$ cat config.mk
export PLATFORM = sky130hd
export DESIGN_NAME = clksynth_prog
export DESIGN_NICKNAME = d
export VERILOG_FILES = /design/src/rtl/clksynth_pkg.sv /design/src/rtl/clksynth_ctrl.sv /design/src/rtl/clksynth_dp.sv /design/src/rtl/clksynth_prog.sv
export SDC_FILE = /design/constraint.sdc
export NUM_CORES = 1
export LEC_CHECK = 0
export BUFFER_PORTS_ARGS = -buffer_cell sky130_fd_sc_hd__buf_2
export CAP_MARGIN = 40
export CELL_PAD_IN_SITES_DETAIL_PLACEMENT = 1
export CELL_PAD_IN_SITES_GLOBAL_PLACEMENT = 1
export CORE_MARGIN = 2
export CORE_UTILIZATION = 27
export DETAILED_ROUTE_END_ITERATION = 10
export GPL_TIMING_DRIVEN = 0
export PLACE_DENSITY = 0.66
export SETUP_SLACK_MARGIN = 0.15
export SYNTH_ARGS = -nofsm -noshare
export SYNTH_HDL_FRONTEND = slang
export SYNTH_HIERARCHICAL = 1
export SYNTH_SLANG_ARGS = --single-unit
$ cat constraint.sdc
create_clock -name clk -period 5.2 [get_ports clk]
set_clock_uncertainty 0.2 [all_clocks]
set_input_delay 0.26 -clock clk [delete_from_list [all_inputs] [get_ports clk]]
set_output_delay 0.26 -clock clk [all_outputs]
set_load 0.01 [all_outputs]
$ cat src/rtl/clksynth_pkg.sv
package clksynth_pkg;

  localparam int WORD_BITS_DEF = 24;
  localparam int CODE_BITS_DEF = 3;
  localparam int SEL_BITS = 3;
  localparam int PRE_HIGH_SLOTS = 5;

  localparam logic [1:0] SEL_VIDEO0 = 2'b00;
  localparam logic [1:0] SEL_VIDEO1 = 2'b01;
  localparam logic [1:0] SEL_FEATURE = 2'b10;
  localparam logic [1:0] SEL_VIDEO2 = 2'b11;

  typedef enum logic [1:0] {
    SK_HIGH = 2'd0,
    SK_LOW  = 2'd1,
    SK_DATA = 2'd2
  } slot_kind_t;

  typedef struct packed {
    logic       load;
    logic       shift;
    logic       finish;
    logic       active;
    logic [1:0] phase;
    slot_kind_t kind;
  } dp_strobe_t;

endpackage

$ cat src/rtl/clksynth_ctrl.sv
module clksynth_ctrl
  import clksynth_pkg::*;
#(
  parameter int PHASE_CLKS = 2,
  parameter int WORD_BITS  = 24
) (
  input  logic       clk,
  input  logic       rstN,
  input  logic       start,
  output logic       busy,
  output logic       done,
  output dp_strobe_t strb
);

  localparam int TOTAL_SLOTS = PRE_HIGH_SLOTS + 3 + WORD_BITS;
  localparam int SLOT_W = $clog2(TOTAL_SLOTS);
  localparam int CNT_W = (PHASE_CLKS > 1) ? $clog2(PHASE_CLKS) : 1;
  localparam int DATA_FIRST = PRE_HIGH_SLOTS + 2;
  localparam int DATA_LAST = DATA_FIRST + WORD_BITS - 1;

  logic              busyQ;
  logic              doneQ;
  logic [SLOT_W-1:0] slotQ;
  logic [1:0]        phaseQ;
  logic [CNT_W-1:0]  cntQ;

  logic       phaseEnd;
  logic       slotEnd;
  logic       lastSlot;
  slot_kind_t kind;

  assign phaseEnd = (cntQ == CNT_W'(PHASE_CLKS - 1));
  assign slotEnd  = phaseEnd && (phaseQ == 2'd3);
  assign lastSlot = (slotQ == SLOT_W'(TOTAL_SLOTS - 1));

  always_comb begin
    if (int'(slotQ) < PRE_HIGH_SLOTS) begin
      kind = SK_HIGH;
    end else if (int'(slotQ) < DATA_FIRST) begin
      kind = SK_LOW;
    end else if (int'(slotQ) <= DATA_LAST) begin
      kind = SK_DATA;
    end else begin
      kind = SK_HIGH;
    end
  end

  always_ff @(posedge clk) begin
    if (!rstN) begin
      busyQ  <= 1'b0;
      doneQ  <= 1'b0;
      slotQ  <= '0;
      phaseQ <= 2'd0;
      cntQ   <= '0;
    end else begin
      doneQ <= 1'b0;
      if (!busyQ) begin
        if (start) begin
          busyQ  <= 1'b1;
          slotQ  <= '0;
          phaseQ <= 2'd0;
          cntQ   <= '0;
        end
      end else if (phaseEnd) begin
        cntQ   <= '0;
        phaseQ <= phaseQ + 2'd1;
        if (slotEnd) begin
          if (lastSlot) begin
            busyQ <= 1'b0;
            doneQ <= 1'b1;
          end else begin
            slotQ <= slotQ + SLOT_W'(1);
          end
        end
      end else begin
        cntQ <= cntQ + CNT_W'(1);
      end
    end
  end

  assign strb.load   = !busyQ && start;
  assign strb.shift  = busyQ && slotEnd && (kind == SK_DATA);
  assign strb.finish = busyQ && slotEnd && lastSlot;
  assign strb.active = busyQ;
  assign strb.phase  = phaseQ;
  assign strb.kind   = kind;

  assign busy = busyQ;
  assign done = doneQ;

  assert_phase_count_R2: assert property (@(posedge clk) disable iff (!rstN)
    busyQ |-> (int'(cntQ) < PHASE_CLKS));

  assert_done_single_R10: assert property (@(posedge clk) disable iff (!rstN)
    doneQ |=> !doneQ);

  assert_done_ends_busy_R10: assert property (@(posedge clk) disable iff (!rstN)
    $rose(doneQ) |-> (!busyQ && $past(busyQ)));

endmodule

$ cat src/rtl/clksynth_dp.sv
module clksynth_dp
  import clksynth_pkg::*;
#(
  parameter int WORD_BITS = 24,
  parameter int CODE_BITS = 3
) (
  input  logic                 clk,
  input  logic                 rstN,
  input  dp_strobe_t           strb,
  input  logic [WORD_BITS-1:0] wordIn,
  input  logic [CODE_BITS-1:0] codeIn,
  input  logic [SEL_BITS-1:0]  selReqIn,
  output logic                 sclk,
  output logic                 sdata,
  output logic [1:0]           sel,
  output logic                 err
);

  localparam int KEEP_BITS = WORD_BITS - CODE_BITS;
  localparam logic [WORD_BITS-1:0] KEEP_MASK = {{CODE_BITS{1'b0}}, {KEEP_BITS{1'b1}}};

  logic [WORD_BITS-1:0] shiftQ;
  logic [SEL_BITS-1:0]  selReqQ;
  logic [1:0]           selQ;
  logic                 errQ;

  logic       reqValid;
  logic [1:0] reqLines;
  logic       fallVal;
  logic       riseVal;

  always_comb begin
    reqValid = 1'b1;
    case (selReqQ)
      3'd0:    reqLines = SEL_VIDEO0;
      3'd1:    reqLines = SEL_VIDEO1;
      3'd2:    reqLines = SEL_FEATURE;
      3'd3:    reqLines = SEL_VIDEO2;
      default: begin
        reqLines = selQ;
        reqValid = 1'b0;
      end
    endcase
  end

  always_ff @(posedge clk) begin
    if (!rstN) begin
      shiftQ  <= '0;
      selReqQ <= '0;
      selQ    <= SEL_VIDEO0;
      errQ    <= 1'b0;
    end else begin
      if (strb.load) begin
        shiftQ  <= (wordIn & KEEP_MASK) | (WORD_BITS'(codeIn) << KEEP_BITS);
        selReqQ <= selReqIn;
        errQ    <= 1'b0;
      end else if (strb.shift) begin
        shiftQ <= shiftQ >> 1;
      end
      if (strb.finish) begin
        selQ <= reqLines;
        errQ <= !reqValid;
      end
    end
  end

  always_comb begin
    case (strb.kind)
      SK_LOW: begin
        fallVal = 1'b0;
        riseVal = 1'b0;
      end
      SK_DATA: begin
        fallVal = !shiftQ[0];
        riseVal = shiftQ[0];
      end
      default: begin
        fallVal = 1'b1;
        riseVal = 1'b1;
      end
    endcase
  end

  assign sclk  = !strb.active || (strb.phase == 2'd0) || (strb.phase == 2'd3);
  assign sdata = !strb.active ? 1'b1 : (strb.phase[1] ? riseVal : fallVal);
  assign sel   = selQ;
  assign err   = errQ;

  assert_sel_change_R8: assert property (@(posedge clk) disable iff (!rstN)
    !$stable(selQ) |-> ($past(strb.finish) && ($past(selReqQ[2]) == 1'b0)));

  assert_err_rise_R9: assert property (@(posedge clk) disable iff (!rstN)
    $rose(errQ) |-> ($past(strb.finish) && ($past(selReqQ[2]) == 1'b1)));

endmodule

$ cat src/rtl/clksynth_prog.sv
module clksynth_prog
  import clksynth_pkg::*;
#(
  parameter int PHASE_CLKS = 2,
  parameter int WORD_BITS  = WORD_BITS_DEF,
  parameter int CODE_BITS  = CODE_BITS_DEF
) (
  input  logic                 clk,
  input  logic                 rstN,
  input  logic                 startPulse,
  input  logic [WORD_BITS-1:0] progWord,
  input  logic [CODE_BITS-1:0] regCode,
  input  logic [SEL_BITS-1:0]  selReq,
  output logic                 sclkOut,
  output logic                 sdataOut,
  output logic [1:0]           selOut,
  output logic                 busy,
  output logic                 done,
  output logic                 err
);

  dp_strobe_t strb;

  clksynth_ctrl #(
    .PHASE_CLKS(PHASE_CLKS),
    .WORD_BITS (WORD_BITS)
  ) ctrl_i (
    .clk  (clk),
    .rstN (rstN),
    .start(startPulse),
    .busy (busy),
    .done (done),
    .strb (strb)
  );

  clksynth_dp #(
    .WORD_BITS(WORD_BITS),
    .CODE_BITS(CODE_BITS)
  ) dp_i (
    .clk     (clk),
    .rstN    (rstN),
    .strb    (strb),
    .wordIn  (progWord),
    .codeIn  (regCode),
    .selReqIn(selReq),
    .sclk    (sclkOut),
    .sdata   (sdataOut),
    .sel     (selOut),
    .err     (err)
  );

endmodule

==> flow_summary_export.csv <==
group,metric,value,unit
place,dp_hpwl,3.18,mm
yosys,syn_inst,201,
power,p_seq_share,50.1,%
finish,layout-drive-gt1-share,23.7,%
routing,drc,0,
setup_path,required,5.23,ns
clock_network,clockRootBuffer,"clkbuf_8",
power,clockPowerShare,40.4,%
setup_path,crit_type,"flip-flop to flip-flop",
clock_network,cts.repair.resized,0,
global_route,grt_max_degree,14,
place,place_area,0.00216,mm^2
finish,nFillCells,816,
global_route,grt-ovfl-total,0,
finish,stdcell_area,0.00228,mm^2
floorplan,start_util,27.9,%
floorplan,die_w,87.5,um
clock_network,insertion_delay,0.29,ns
routing,antenna_left,0,
yosys,syn_nets,238,
sta,period_needed,2.19,ns
place,io_buffers,36,
setup_path,end_kind,"flip-flop",
finish,final_util,33.8,%
run,timing.max_cap.violations,0,
sta,timing.final.crit_share,42.1,%
routing,dr.first_iter.drc_count,57,
setup_path,endpoint,"ctrl_i/slotQ[3]",
floorplan,coreArea,0.00676,mm^2
power,peakVddDrop,0.000150,V
yosys,syn_area,0.00188,mm^2
routing,wl_per_cell,13.3,um
yosys,synthDistinctLibCells,35,
setup_path,setup.worst_path.start,"ctrl_i/slotQ[1]",
hold_path,min_from,"progWord[4]",
clock_network,cts_num_sinks,40,
setup_path,critPathMaxFanout,7,
sta,fin_tns_setup,0,ns
finish,final_cell_mix,"dfxtp_1, buf_2, a21oi_1, mux2i_1, o21ai_0",
sta,hold_viol_final,0,
hold_path,hp-class,"primary input to flip-flop",
clock_network,htreeDepth,2,
finish,multi_input_area,933,um^2
clock_network,cts_tree,"built",
power,pwr-share-comb,9.5,%
power,p_leak,0.873,nW
sta,slew_violations,0,
global_route,grt_pass1_vias,1560,
floorplan,die-area,0.00766,mm^2
floorplan,die_y,87.5,um
yosys,ys_seq_area_share,42.5,%
setup_path,reg2reg_slack,3.01,ns
power,p_sw,0.156,mW
place,gp_congestion,0.758,
routing,vias_per_cell,4.80,
sta,setup-violations-final,0,
yosys,yosys_warnings,6,
hold_path,min_path_cells,3,
routing,routed_wl,4.31,mm
routing,dr_total_vias,1560,
run_status,status,"complete, no violations",
sta,worst_slew_pin_slew,0.372,ns
global_route,grt_pass1_wl,7.16,mm
global_route,grt_use_total,11.7,%
yosys,syn_avg_cell_area,9.37,um^2
power,p_sw_share,23.4,%
global_route,antenna_found_initial,0,
floorplan,io_pins,40,
clock_network,cts_buffers,5,
sta,fmax,457,MHz
sta,rsz0062_at_grt,"no",
setup_path,reg2reg_depth,6,
clock_network,cts_setup_buffers,0,
routing,dr.pass1.iters,4,
clock_network,holdBufCountCts,0,
clock_network,clk_pin_slew,0.08,ns
finish,nets,281,
setup_path,cp_data_arrival_time,2.22,ns
finish,final_common_cell,"dfxtp_1",
finish,syn_to_final_growth,21.3,%
power,internal_power,0.511,mW
power,power.density,292,mW/mm^2
setup_path,r2r-end,"ctrl_i/slotQ[3]",
clock_network,clockBufferDepth,2,
finish,regArea,801,um^2
setup_path,start_kind,"flip-flop",
floorplan,row_count,30,
sta,max_slew_margin,75.2,%
setup_path,r2r_start,"ctrl_i/slotQ[1]",
yosys,synth.ff_latch_count,40,
finish,antennaDiodeCount,0,
-- cells in the mapped netlist (all sizes together) --
cell | count | area, um^2
dfxtp | 40 | 801
a21oi | 32 | 160
mux2i | 27 | 270
o21ai | 24 | 120
buf | 10 | 106
inv | 7 | 31.3
nor2b | 7 | 43.8
nand2 | 6 | 22.5
nand3 | 6 | 30.0
nor2 | 6 | 22.5
ha | 4 | 50.1
a31oi | 3 | 18.8
clkbuf | 3 | 11.3
nand2b | 3 | 18.8
nand3b | 3 | 22.5
nor3 | 3 | 15.0
a211oi | 2 | 15.0
and3 | 2 | 12.5
nand4b | 2 | 23.8
nor3b | 2 | 15.0
xor2 | 2 | 17.5
a21boi | 1 | 7.51
a21o | 1 | 7.51
and4b | 1 | 10.0
nand4 | 1 | 6.26
o211ai | 1 | 7.51
or4 | 1 | 7.51
xnor2 | 1 | 8.76
-- per-layer routing --
| metal | GRT usage (%) | share of wire [%] |
|---|---|---|
| met5 | 0 | 0 |
| met4 | 3.78 | 1.2 |
| met3 | 2.56 | 3.4 |
| met2 | 20.2 | 50 |
| met1 | 14.5 | 46 |
-- worst min path at each step --
stage	endpoint	slack, ns
global route	dp_i/shiftQ[9]	0.04
finish	dp_i/shiftQ[4]	0.02
CTS	dp_i/shiftQ[4]	0.01
detailed placement	dp_i/sel[0]	0.27
global placement	dp_i/sel[0]	0.26
floorplan	dp_i/shiftQ[10]	0.22
-- flip-flops by register name, summed over array words and instances (netlist names) --
register and flops:
ctrl_i/busy 1, ctrl_i/cntQ 1, ctrl_i/done 1, ctrl_i/phaseQ 2
ctrl_i/slotQ 5, dp_i/err 1, dp_i/sel 2, dp_i/selReqQ 3
dp_i/shiftQ 24
-- metrics by stage --
step	power [mW]	std cells	setup WS, ns	hold WS (ns)
floorplan	0.381	201	3.23	0.223
global placement	0.404	317	3.08	0.264
detailed placement	0.406	317	3.03	0.275
CTS	0.680	325	3.00	0.0111
global route	0.702	325	2.93	0.0352
finish	0.667	325	3.01	0.0206
-- worst max-delay path: stages, from the launching register on --
cell and delay [ns]:
dfxtp_1 0.38, ha_1 0.24, and3_1 0.20, ha_1 0.20, nand4b_2 0.31, or4_1 0.45
a31oi_1 0.13
-- area by class of cell --
cell class,instances,area share (%)
inverters,7,1.37
flip-flops and latches,40,35.0
clock buffers,6,3.61
plain buffers,13,5.15
well taps,80,4.38
repair buffers,36,7.89
clock inverters,2,1.70
multi-input cells,141,40.9
-- power by group through the flow --
| stage | registers [mW] | logic (mW) | clock network, mW |
|---|---|---|---|
| after floorplan | 0.338 | 0.0424 | 0 |
| after global placement | 0.341 | 0.0635 | 0 |
| after CTS | 0.335 | 0.0651 | 0.280 |
| final | 0.334 | 0.0635 | 0.270 |
| after detailed placement | 0.342 | 0.0647 | 0 |
| after global routing | 0.337 | 0.0730 | 0.292 |
-- cells by family (layout without fill, tap and decap cells) --
| family | Yosys count | count (layout) | synth area share [%] |
|---|---|---|---|
| flip-flops | 40 | 40 | 42.5 |
| AO/OA/AOI/OAI | 64 | 64 | 17.9 |
| buffers and inverters | 20 | 64 | 7.91 |
| multiplexers | 27 | 27 | 14.4 |
| XOR/XNOR | 3 | 3 | 1.40 |
| AND/OR/NAND/NOR | 43 | 43 | 13.3 |
| adder cells (fa/ha/maj) | 4 | 4 | 2.66 |
No activity file was read; power rests on OpenSTA's default activity.
